`config.mk`:
```
export PLATFORM = sky130hd
export DESIGN_NAME = ext_master_arbiter
export DESIGN_NICKNAME = d
export VERILOG_FILES = /design/src/rtl/ext_arb_pkg.sv /design/src/rtl/ext_arb_addr_seq.sv /design/src/rtl/ext_arb_data_trk.sv /design/src/rtl/ext_arb_tag_strobe.sv /design/src/rtl/ext_master_arbiter.sv
export SDC_FILE = /design/constraint.sdc
export NUM_CORES = 1
export LEC_CHECK = 0
export ABC_CLOCK_PERIOD_IN_PS = 4000
export BUFFER_PORTS_ARGS = -buffer_cell sky130_fd_sc_hd__buf_2
export CAP_MARGIN = 0
export CELL_PAD_IN_SITES_DETAIL_PLACEMENT = 0
export CELL_PAD_IN_SITES_GLOBAL_PLACEMENT = 2
export CORE_UTILIZATION = 30
export CTS_CLUSTER_SIZE = 30
export DETAILED_ROUTE_END_ITERATION = 8
export HOLD_SLACK_MARGIN = 0.03
export PLACE_DENSITY_LB_ADDON = 0.15
export SLEW_MARGIN = 30
export SYNTH_ARGS = -nofsm -noshare
export SYNTH_HDL_FRONTEND = slang
export SYNTH_HIERARCHICAL = 1
export SYNTH_SLANG_ARGS = --single-unit
export TNS_END_PERCENT = 100
```
`constraint.sdc`:
```
create_clock -name clk -period 4 [get_ports clk]
set_clock_uncertainty 0.1 [all_clocks]
set_input_delay 0 -clock clk [delete_from_list [all_inputs] [get_ports clk]]
set_output_delay 0 -clock clk [all_outputs]
set_load 0.02 [all_outputs]
```
`src/rtl/ext_arb_pkg.sv`:
```
package ext_arb_pkg;
  typedef enum logic [1:0] {
    AS_IDLE    = 2'd0,
    AS_GRANT   = 2'd1,
    AS_RELEASE = 2'd2
  } addr_st_e;
endpackage

```
`src/rtl/ext_arb_addr_seq.sv`:
```
module ext_arb_addr_seq
  import ext_arb_pkg::*;
(
  input  logic clk,
  input  logic rst_n,
  input  logic req,
  input  logic busy,
  input  logic host_req,
  input  logic ts,
  input  logic room,
  output logic addr_gnt,
  output logic qual,
  output logic req_err
);
  addr_st_e st_q, st_d;
  logic     owed_q, owed_d;
  logic     err_d, err_q;
  logic     go;

  // grant from idle: master asks, bus free, space for another data tenure,
  // and either the host is not asking or the master is owed a turn
  assign go   = req && !busy && room && (!host_req || owed_q);
  assign qual = (st_q == AS_GRANT) && ts && !busy;

  always_comb begin
    st_d   = st_q;
    owed_d = owed_q;
    unique case (st_q)
      AS_IDLE: begin
        if (!req) begin
          owed_d = 1'b0;
        end else if (go) begin
          st_d   = AS_GRANT;
          owed_d = 1'b0;
        end else if (!busy && room && host_req) begin
          owed_d = 1'b1;
        end
      end
      AS_GRANT: begin
        owed_d = 1'b0;
        if (qual)              st_d = AS_RELEASE;
        else if (!req || busy) st_d = AS_IDLE;
      end
      AS_RELEASE: begin
        owed_d = 1'b0;
        if (!req) st_d = AS_IDLE;
      end
      default: begin
        st_d   = AS_IDLE;
        owed_d = 1'b0;
      end
    endcase
    err_d = (st_q == AS_RELEASE) && req;
  end

  always_ff @(posedge clk or negedge rst_n) begin
    if (!rst_n) begin
      st_q   <= AS_IDLE;
      owed_q <= 1'b0;
      err_q  <= 1'b0;
    end else begin
      st_q   <= st_d;
      owed_q <= owed_d;
      err_q  <= err_d;
    end
  end

  assign addr_gnt = (st_q == AS_GRANT);
  assign req_err  = err_q;
endmodule

```
`src/rtl/ext_arb_data_trk.sv`:
```
module ext_arb_data_trk #(
  parameter int MAX_PEND = 2
) (
  input  logic clk,
  input  logic rst_n,
  input  logic qual,
  input  logic host_data_busy,
  input  logic data_done,
  output logic data_gnt,
  output logic room
);
  localparam int CNT_W = $clog2(MAX_PEND + 1);
  localparam logic [CNT_W-1:0] CNT_MAX = CNT_W'(MAX_PEND);
  localparam logic [CNT_W-1:0] CNT_ONE = CNT_W'(1);

  logic [CNT_W-1:0] pend_q, pend_d;
  logic             dg_q, dg_d;
  logic             retire;
  logic             cnt_en;

  assign retire = dg_q && data_done;
  assign cnt_en = qual ^ retire;

  always_comb begin
    pend_d = pend_q;
    if (qual && !retire)      pend_d = pend_q + CNT_ONE;
    else if (!qual && retire) pend_d = pend_q - CNT_ONE;
    if (dg_q) dg_d = !data_done;
    else      dg_d = (pend_q != '0) && !host_data_busy;
  end

  always_ff @(posedge clk or negedge rst_n) begin
    if (!rst_n) begin
      pend_q <= '0;
      dg_q   <= 1'b0;
    end else begin
      if (cnt_en) pend_q <= pend_d;
      dg_q <= dg_d;
    end
  end

  assign room     = (pend_q < CNT_MAX);
  assign data_gnt = dg_q;
endmodule

```
`src/rtl/ext_arb_tag_strobe.sv`:
```
module ext_arb_tag_strobe (
  input  logic clk,
  input  logic rst_n,
  input  logic tag_upd,
  output logic tag_we
);
  logic upd_q, we_q, we_d;

  assign we_d = tag_upd && !upd_q;

  always_ff @(posedge clk or negedge rst_n) begin
    if (!rst_n) begin
      upd_q <= 1'b0;
      we_q  <= 1'b0;
    end else begin
      upd_q <= tag_upd;
      we_q  <= we_d;
    end
  end

  assign tag_we = we_q;
endmodule

```
`src/rtl/ext_master_arbiter.sv`:
```
module ext_master_arbiter #(
  parameter int MAX_PEND = 2
) (
  input  logic clk,
  input  logic rst_n,
  input  logic ext_req_n,
  input  logic ext_ts,
  input  logic host_req,
  input  logic addr_busy,
  input  logic host_data_busy,
  input  logic ext_data_done,
  input  logic tag_upd,
  output logic addr_gnt,
  output logic data_gnt,
  output logic req_err,
  output logic tag_we
);
  logic req_act;
  logic qual;
  logic room;

  assign req_act = !ext_req_n;

  ext_arb_addr_seq u_addr (
    .clk      (clk),
    .rst_n    (rst_n),
    .req      (req_act),
    .busy     (addr_busy),
    .host_req (host_req),
    .ts       (ext_ts),
    .room     (room),
    .addr_gnt (addr_gnt),
    .qual     (qual),
    .req_err  (req_err)
  );

  ext_arb_data_trk #(.MAX_PEND(MAX_PEND)) u_data (
    .clk            (clk),
    .rst_n          (rst_n),
    .qual           (qual),
    .host_data_busy (host_data_busy),
    .data_done      (ext_data_done),
    .data_gnt       (data_gnt),
    .room           (room)
  );

  ext_arb_tag_strobe u_tag (
    .clk     (clk),
    .rst_n   (rst_n),
    .tag_upd (tag_upd),
    .tag_we  (tag_we)
  );
endmodule

```
==> results.py <==
metrics = {
    "cells_and_area": {
        "final_util_pct": 47.1,
        "nFillCells": 133,
        "nets": 72,
        "antennaDiodeCount": 0,
        "syn2layout_area_growth_pct": 46.7,
        "final_area_um2": 613,
        "layout-drive-gt1-share_pct": 32.8,
    },
    "floorplanning": {
        "num_rows": 13,
        "die_h_um": 39.3,
        "core_area_um2": 1300,
        "die_area_um2": 1550,
        "die_w_um": 39.3,
        "initial_utilization_pct": 32.1,
        "ios": 13,
    },
    "logic_synthesis": {
        "ys_seq_area_share_pct": 53.9,
        "ys_types": 18,
        "yosysWarnings": 6,
        "synth_area_per_cell_um2": 11.6,
        "synth_area_um2": 418,
        "synth_fp_nets": 46,
        "synth_seq_cells": 9,
        "netlist_instances": 36,
    },
    "timing": {
        "min_period_ns": 1.56,
        "finalSetupViolCount": 0,
        "fmax_mhz": 640,
        "grt_setup_unrepaired": "no",
        "finalHoldViolations": 0,
        "slew_headroom_pct": 86.7,
        "max_slew.worst_pin.slew_ns": 0.199,
        "finalMaxSlewViolations": 0,
        "tns_ns": 0,
        "period_share_pct": 39.0,
    },
    "worst_setup_path": {
        "worstPathRequired_ns": 4.35,
        "crit_path_end": "u_data/data_gnt",
        "r2r_slack_ns": 2.46,
        "r2r_end": "u_addr/st_q[0]",
        "reg2reg_from": "u_addr/owed_q",
        "worstSetupStartpointType": "input port",
        "worstSetupPathType": "in2async",
        "cp.arrival_ns": 1.91,
        "critical_path.max_fanout": 6,
        "crit_start": "rst_n",
        "end_kind": "async pin",
        "rr_worst_depth": 4,
    },
    "cts": {
        "cts_buffers": 3,
        "cts_setup_buffers": 0,
        "clock_latency_ns": 0.26,
        "root_buffer": "clkbuf_4",
        "cts_buffer_depth": 2,
        "ctsHoldBuffers": 9,
        "clock-sinks": 9,
        "cts_tree": "done",
        "cts_resized": 0,
        "cts-htree-levels": 1,
        "clk_pin_slew_ns": 0.06,
    },
    "global_routing": {
        "antenna_found_initial": 0,
        "grt_util_all_layers_pct": 11.3,
        "grt_max_degree": 7,
        "grt_pass1_wl_um": 1110,
        "grt-ovfl-total": 0,
        "grt_pass1_vias": 291,
    },
    "pwr": {
        "p_per_area_nw_per_um2": 467,
        "ir_drop_mv": 0.263,
        "p_leak_uw": 0.000314,
    },
    "detailed_routing": {
        "drtIter0Drc": 0,
        "route.detailed.drc": 0,
        "firstDrtPassIters": 1,
        "via_per_inst": 4.30,
        "drt_wl_total_um": 731,
        "ant_nets": 0,
        "post_drt_wl_per_cell_um": 9.62,
        "num_vias": 327,
    },
    "run_status": {
        "status": "complete, no violations",
    },
    "placement": {
        "hpwlAfterDp_um": 525,
        "routabilityCongestion": 0.620,
        "placed_cell_area_um2": 497,
        "io_buffers": 12,
    },
    "min_path": {
        "hold_path.class": "in2reg",
    },
    "flow_run": {
        "cap_violations": 0,
    },
}
==> critical path: stages <==
cell           delay [ns]
dlygate4sd3_1        0.52
dlygate4sd3_1        0.54
buf_2                0.17
dlygate4sd3_1        0.67
==> Yosys cell counts <==
master	number	area, um2
and3_1	1	6.26
nand2_1	1	3.75
nor2b_4	2	27.5
o21ai_0	2	10.0
nor3_2	1	10.0
mux2_4	1	15.0
inv_1	5	18.8
nor2_1	2	7.51
a31oi_1	1	6.26
xor2_1	1	8.76
and3b_4	1	12.5
nor2b_1	2	12.5
ha_1	1	12.5
dfrtp_1	9	225
nand2b_1	2	12.5
xnor2_1	2	17.5
nor3_1	1	5.00
or2_1	1	6.26
==> per-layer routing <==
| metal | track usage [%] | part of all wire, % |
|---|---|---|
| met1 | 15.2 | 45 |
| met2 | 15.0 | 48 |
| met3 | 3.41 | 4.5 |
| met4 | 7.76 | 1.9 |
| met5 | 0 | 0 |
==> power breakdown <==
| group | switching (uW) | leakage (uW) | internal [uW] |
|---|---|---|---|
| combinational | 41.6 | 0.000184 | 51.4 |
| sequential | 14.6 | 0.000115 | 112 |
| clock | 28.8 | 0.0000150 | 38.2 |
| total | 85.0 | 0.000314 | 201 |
==> stage by stage <==
stage / setup slack [ns] / hold slack, ns / std cells / power (uW)
finish: 2.44 / 0.0490 / 76 / 286
global route: 2.35 / 0.0634 / 76 / 310
CTS: 2.42 / 0.0469 / 76 / 292
detailed placement: 2.51 / -0.238 / 63 / 208
global placement: 2.52 / -0.244 / 63 / 207
floorplan: 2.53 / -0.396 / 36 / 186
==> placed cells by master, fill, tap and decap left out, types with 2 or more instances in the layout <==
cell type       n
o21ai_0         2
dlygate4sd3_1   9
inv_1           5
nor2b_1         2
buf_2          12
clkbuf_4        3
nor2b_4         2
nor2_1          2
nand2b_1        2
xnor2_1         2
dfrtp_1         9
==> flip-flops by register name (all words and copies together), names as in the netlist <==
signal	flops
u_addr/st_q	2
u_data/pend_q	2
u_addr/owed_q	1
u_addr/req_err	1
u_data/data_gnt	1
u_tag/tag_we	1
u_tag/upd_q	1
==> cell families after synthesis <==
group / count (synthesis) / synth area share, %
fa+ha+maj: 1 / 2.99
mux: 1 / 3.59
xor+xnor: 3 / 6.29
buf+inv: 5 / 4.49
simple gates: 14 / 24.9
compound gates: 3 / 3.89
flops: 9 / 53.9
==> area by class of cell <==
| class | instances | area (um2) | area share, % |
|---|---|---|---|
| sequential | 9 | 225 | 36.7 |
| multi-input combinational | 22 | 174 | 28.4 |
| timing repair buffer | 21 | 150 | 24.5 |
| clock buffer | 4 | 26.3 | 4.29 |
| inverter | 5 | 18.8 | 3.06 |
| tap | 15 | 18.8 | 3.06 |
==> worst min-delay path by stage <==
stage / from / end / slack (ns) / cells after the start
6_report: host_req / u_addr/owed_q / 0.05 / 4
5_1_grt: ext_ts / u_addr/st_q[1] / 0.06 / 3
4_1_cts: ext_ts / u_addr/st_q[1] / 0.05 / 3
3_5_place_dp: rst_n / u_addr/st_q[1] / -0.24 / 1
3_3_place_gp: rst_n / u_addr/req_err / -0.24 / 1
2_1_floorplan: rst_n / u_addr/owed_q / -0.40 / 0
No activity file was read; power rests on OpenSTA's default activity.
